[config.mk]
export PLATFORM = sky130hd
export DESIGN_NAME = extpin_irq_ctrl
export DESIGN_NICKNAME = d
export VERILOG_FILES = /design/src/rtl/extpin_irq_ctrl.sv
export SDC_FILE = /design/constraint.sdc
export NUM_CORES = 1
export LEC_CHECK = 0
export BUFFER_PORTS_ARGS = -buffer_cell sky130_fd_sc_hd__buf_2
export CORE_UTILIZATION = 40
export CTS_CLUSTER_SIZE = 10
export DETAILED_ROUTE_END_ITERATION = 10
export PLACE_DENSITY = 0.58
export SETUP_SLACK_MARGIN = 0.5
export SYNTH_ARGS = -nofsm -noshare
export SYNTH_HDL_FRONTEND = slang
export SYNTH_SLANG_ARGS = --single-unit
[constraint.sdc]
create_clock -name clk -period 3.85 [get_ports clk]
set_input_delay 0.1925 -clock clk [delete_from_list [all_inputs] [get_ports clk]]
set_output_delay 0.1925 -clock clk [all_outputs]
set_load 0.01 [all_outputs]
[src/rtl/extpin_irq_ctrl.sv]
module extpin_irq_ctrl #(
  parameter int NPIN     = 8,
  parameter int SENSE_W  = 4,
  parameter int FLAG_W   = 8,
  parameter int MODE_BIT = 23
) (
  input  logic            clk,
  input  logic            rst_n,
  input  logic [NPIN-1:0] pin_in,
  input  logic            bus_we,
  input  logic [2:0]      bus_addr,
  input  logic [31:0]     bus_wdata,
  output logic [31:0]     bus_rdata,
  output logic [NPIN-1:0] irq_pin,
  output logic            irq_any
);
  localparam int PRIO_W = 4;

  logic [31:0]     sense_q, prio_q;
  logic [NPIN-1:0] sync1_q, sync2_q, prev_q;
  logic [NPIN-1:0] pend_q, pend_d, mask_q, mask_d, req_raw;
  logic            mode_q;
  logic [FLAG_W-1:0] pend_view;

  wire wr_sense = bus_we && bus_addr == 3'd0;
  wire wr_prio  = bus_we && bus_addr == 3'd1;
  wire wr_pend  = bus_we && bus_addr == 3'd2;
  wire wr_mset  = bus_we && bus_addr == 3'd3;
  wire wr_mclr  = bus_we && bus_addr == 3'd4;
  wire wr_mode  = bus_we && bus_addr == 3'd5;

  for (genvar k = 0; k < NPIN; k++) begin : g_pin
    wire [SENSE_W-1:0] code = sense_q[32-(k+1)*SENSE_W +: SENSE_W];
    wire [PRIO_W-1:0]  lvl  = prio_q[32-(k+1)*PRIO_W +: PRIO_W];
    wire rise = sync2_q[k] & ~prev_q[k];
    wire fall = ~sync2_q[k] & prev_q[k];
    wire keep = wr_pend ? (pend_q[k] & bus_wdata[FLAG_W-1-k]) : pend_q[k];

    always_comb begin
      case (int'(code))
        0:       pend_d[k] = fall | keep;
        1:       pend_d[k] = rise | keep;
        2:       pend_d[k] = ~sync2_q[k];
        3:       pend_d[k] = sync2_q[k];
        4:       pend_d[k] = rise | fall | keep;
        default: pend_d[k] = 1'b0;
      endcase
    end

    always_comb begin
      mask_d[k] = mask_q[k];
      if (wr_mset && bus_wdata[FLAG_W-1-k])      mask_d[k] = 1'b1;
      else if (wr_mclr && bus_wdata[FLAG_W-1-k]) mask_d[k] = 1'b0;
    end

    assign req_raw[k] = pend_q[k] & ~mask_q[k] & (lvl != '0);
  end

  always_ff @(posedge clk) begin
    if (!rst_n) begin
      sync1_q <= '0;
      sync2_q <= '0;
      prev_q  <= '0;
      pend_q  <= '0;
      mask_q  <= '1;
      sense_q <= '0;
      prio_q  <= '0;
      mode_q  <= 1'b0;
    end else begin
      sync1_q <= pin_in;
      sync2_q <= sync1_q;
      prev_q  <= sync2_q;
      pend_q  <= pend_d;
      mask_q  <= mask_d;
      if (wr_sense) sense_q <= bus_wdata;
      if (wr_prio)  prio_q  <= bus_wdata;
      if (wr_mode)  mode_q  <= bus_wdata[MODE_BIT];
    end
  end

  always_comb begin
    pend_view = '0;
    for (int k = 0; k < NPIN; k++) pend_view[FLAG_W-1-k] = pend_q[k];
  end

  always_comb begin
    case (bus_addr)
      3'd0:    bus_rdata = sense_q;
      3'd1:    bus_rdata = prio_q;
      3'd2:    bus_rdata = 32'(pend_view);
      3'd5:    bus_rdata = 32'(mode_q) << MODE_BIT;
      default: bus_rdata = '0;
    endcase
  end

  assign irq_pin = mode_q ? req_raw : '0;
  assign irq_any = |req_raw;
endmodule

# == Word level (Yosys, flattened, before mapping) ==
# Cells that the tools add are included.
# word_totals
inputBits,46
wordCells,215
out_inout_bits,41
regBits,105
# classes
eq_ne,37
mux,18
bitwise_logic,97
n_reduce_logical,48
# ops
operator,count
one-hot mux 32 bit (4 select lines),1
== test 4 x 2 -> 1 bit (second input constant),16
AND 1 bit,40
one-hot mux 1 bit (5 select lines),8
== test 4 x 1 -> 1 bit (second input constant),8
== test 4 x 3 -> 1 bit (second input constant),8
logical NOT 4 bit,8
bitwise OR 1 bit,32
nonzero test 4 bit,8
inverter 1 bit,25
logical AND 1 bit,22
OR reduction 2 bit,8
two-way mux 1 bit,8
two-way mux 8 bit,1
OR reduction 8 bit,1
== test 3 x 2 -> 1 bit (second input constant),2
== test 3 bit (second input constant),2
== test 3 x 1 -> 1 bit (second input constant),1
logical NOT 3 bit,1

# == Depth between registers and ports, before layout ==
# logic_depth
ltp_word,5
mapped_depth,6
depth_no_buf,5

# == Worst setup path after synthesis ==
# No wires, ideal clock.
# synth_path
path_kind,reg2out
start,reg prio_q[2]
end,out irq_any
stages_incl_launch_ff,4
setup_slack_ns,2.351
arrival_ns,1.306
path_buffers,0
required_time_ns,3.658
cell_sequence,dfxtp_1 nor4_1 o32ai_1 or4_1
# synth_via
elab_chain_len,3
# synth_lines
item,line_no,rtl
"start, declared",19,"logic [31:0] sense_q, prio_q;"
"start signal, assigned",76,if (wr_prio) prio_q <= bus_wdata;
nonzero test 4 bit,56,assign req_raw[k] = pend_q[k] & ~mask_q[k] & (lvl != '0);
AND 1 bit,56,
OR reduction 8 bit,97,assign irq_any = |req_raw;
"end, declared",15,output logic irq_any
# No other way between the ends.

# == Final worst setup path ==
# layout_path
start,reg prio_q[20]
end,out irq_any
# The elaborated chain is that of the path after synthesis.

==> reports/qor.tcl <==
set qor(yosysSeqAreaShare_pct) 43.5
set qor(detailedRoute.firstPassIterationCount) 11
set qor(cts-hold-fix-buffers) 0
set qor(timing.critical_path.fanout_max) 3
set qor(clk_pin_slew_ns) 0.07
set qor(use_met2_pct) 35.7
set qor(die_x_um) 112
set qor(final.period_utilization_pct) 60.3
set qor(post_drt_via_cell_ratio) 5.48
set qor(grt.overflow.total) 0
set qor(antennaDiodeCount) 0
set qor(ys_types) 37
set qor(ys.flop_type) {dfxtp_1}
set qor(fin_util_pct) 48.3
set qor(setup-violations-final) 0
set qor(relative_slew_slack_pct) 22.0
set qor(met1_usage_pct) 29.7
set qor(grt.busiest_layer) {met2}
set qor(worst_path_max_delay_cell) {or4_1}
set qor(detail-route-antenna-nets) 0
set qor(first_global_vias) 4074
set qor(synth.yosys.warnings) 0
set qor(synth_enable_flop_cells) 0
set qor(max_stage_delay_ns) 0.58
set qor(list_of_cells_traversed_by_the_critical_path) {nor4_1 > o32ai_1 > or4_1 > buf_2}
set qor(cts_tree) {built}
set qor(worstHoldPathCells) 2
set qor(place.detailed.hpwl_mm) 8.93
set qor(syn_avg_cell_area_um2) 8.55
set qor(grt_first_pass_wirelength_mm) 21.7
set qor(cts_inserted_buffers) 9
set qor(static_power_due_to_leakage_nw) 2.26
set qor(number_of_drc_markers_after_the_initial_detailed_route_iteration) 273
set qor(core_area_um2) 11600
set qor(grt_use_met3_pct) 4.19
set qor(drive_above_1_share_pct) 17.7
set qor(number_of_nets_in_the_layout) 694
set qor(max_slew.worst_pin.slew_ns) 1.15
set qor(pin_count_of_the_biggest_net_entering_global_routing) 36
set qor(area.growth.synth_to_final_pct) 16.2
set qor(crit_required_ns) 3.66
set qor(holdCritPathClass) {input pin to flip-flop}
set qor(wirelength_mm) 13.3
set qor(synth_nets) 627
set qor(finalMaxSlewViolations) 0
set qor(final.setup.tns_ns) 0
set qor(place_area_um2) 5320
set qor(rsz0062_at_grt) {no}
set qor(max_clock_freq_mhz) 431
set qor(vdd_ir_drop_max_mv) 0.212
set qor(setup.worst_path.class) {flip-flop to output port}
set qor(outcome) {finished, violations left}
set qor(drt_drc_violations_left) 7
set qor(timing.critical_path.from_type) {flip-flop}
set qor(power.density_nw_per_um2) 404
set qor(clk_root_buffer_cell) {clkbuf_16}
set qor(post-route-min-period_ns) 2.32
set qor(clk_lat_worst_skew_ns) 0.35
set qor(drt-wirelength-per-cell_um) 17.1
set qor(htreeDepth) 3
set qor(final.setup_skew_ns) 0.00552
set qor(clockBufferDepth) 2
set qor(failing_checks) {design-rule violations}
set qor(post_synth_instance_area_um2) 4830
set qor(worst_ep_arrival_time_ns) 2.13
set qor(finalHoldViolations) 0
set qor(synth_top_area_share_pct) 43.5
set qor(synth.ff_latch_count) 105
set qor(maxCapViolations) 0
set qor(grt_util_all_layers_pct) 21.9
set qor(setup_repair_bufs_after_cts) 0
set qor(floorplan.die.height_um) 112
set qor(cts_sink_cnt) 105
set qor(std_cell_rows) 39
set qor(instances_no_fill) 780
set qor(final_design_area_no_fill_um2) 5610
set qor(async_flop_share_pct) 0
set qor(cells_taking_the_most_area_after_synthesis) {dfxtp_1 44%, nand2_1 11%, a21oi_1 6.6%}
set qor(initial_utilization_pct) 41.6
set qor(top_level_ports) 87
set qor(place.detailed.instances) 764
set qor(worst_r2r_path_depth) 4
set qor(post_cts_resize_count) 0
set qor(count_of_buffers_from_port_buffering) 86
set qor(routed-via-count) 4275
set qor(largest_area_contributor_in_the_synthesized_netlist) {dfxtp_1}
set qor(endpoint_kind) {output port}
set qor(full_die_area_um2) 12500
set qor(antenna_found_initial) 0
set qor(synthCells) 565
set qor(gp_congestion) 0.789
set qor(post-layout-total-power_mw) 2.27
==> worst max-delay path, delay by kind of cell, from the launching register on <==
kind	cells	cell delay, ns
flip-flops	1	0.33
AND/OR/NAND/NOR	2	1.11
buffers and inverters	1	0.18
AO/OA/AOI/OAI	1	0.16
==> power breakdown <==
part,switching [mW],internal [mW]
clock,0.411,0.524
combinational,0.110,0.0720
sequential,0.0294,1.12
==> stage by stage <==
step,hold WS [ns],setup slack [ns]
floorplan,0.314,2.35
global placement,0.399,1.73
detailed placement,0.402,1.69
CTS,0.0360,1.55
global route,0.0422,1.40
finish,0.0436,1.53
==> cells in the mapped netlist, types with 2 or more instances <==
master and instances:
a2111oi_0 8, a211o_1 8, a21boi_0 8, a21oi_1 64, a221o_1 8, a22o_1 23
a2bb2oi_1 8, and2_1 16, buf_2 17, buf_4 2, buf_6 4, clkbuf_1 15
dfxtp_1 105, ha_1 16, inv_1 21, mux2i_1 10, nand2_1 136, nand2b_1 4
nand4bb_1 2, nor2_1 18, nor3b_1 12, nor4_1 16, nor4b_1 4, nor4bb_1 2
o21a_1 9, o21ai_0 8, o22a_1 8, o32ai_1 4
==> routing by layer <==
layer,vias up,wire [um]
met5,-,0
met2,116,6150
met4,0,146
li1,2128,-
met1,2019,6340
met3,12,669
==> flip-flops by register name (all words and copies together) (netlist names) <==
signal / flops
mask_q: 8
mode_q: 1
pend_q: 8
prev_q: 8
prio_q: 32
sense_q: 32
sync1_q: 8
sync2_q: 8
==> kinds of logic after synthesis <==
| kind of cell | after synthesis | share of synthesized area (%) |
|---|---|---|
| flops | 105 | 43.5 |
| simple gates | 219 | 22.0 |
| fa+ha+maj | 16 | 4.14 |
| compound gates | 156 | 22.4 |
| mux | 10 | 2.07 |
| buf+inv | 59 | 5.80 |
==> layout by cell type (no fill, tap or decap), types with 8 or more instances in the layout <==
master       n
o21a_1       9
nor4_1      16
a211o_1      8
a21boi_0     8
and2_1      16
ha_1        16
buf_4        8
nand2_1    136
mux2i_1     10
a2bb2oi_1    8
a22o_1      23
a21oi_1     64
o22a_1       8
a2111oi_0    8
clkbuf_16    9
buf_2       86
o21ai_0      8
nor3b_1     12
a221o_1      8
inv_1       20
dfxtp_1    105
nor2_1      18
==> area by class of cell <==
type,count,area [um^2]
Inverter,21,78.8
Sequential cell,105,2100
Fill cell,1165,6000
Tap cell,143,179
Clock inverter,4,51.3
Clock buffer,12,246
Multi-Input combinational cell,401,2460
Timing Repair Buffer,94,490
==> worst paths after layout <==
check        startpoint          to  slack [ns]
min reg2reg  sync1_q[7]  sync2_q[7]        0.44
min           pin_in[7]  sync1_q[7]        0.04
max reg2reg  sync2_q[3]   pend_q[3]        2.25
max          prio_q[20]     irq_any        1.53
Note: power is estimated with default switching activity, not from simulation.
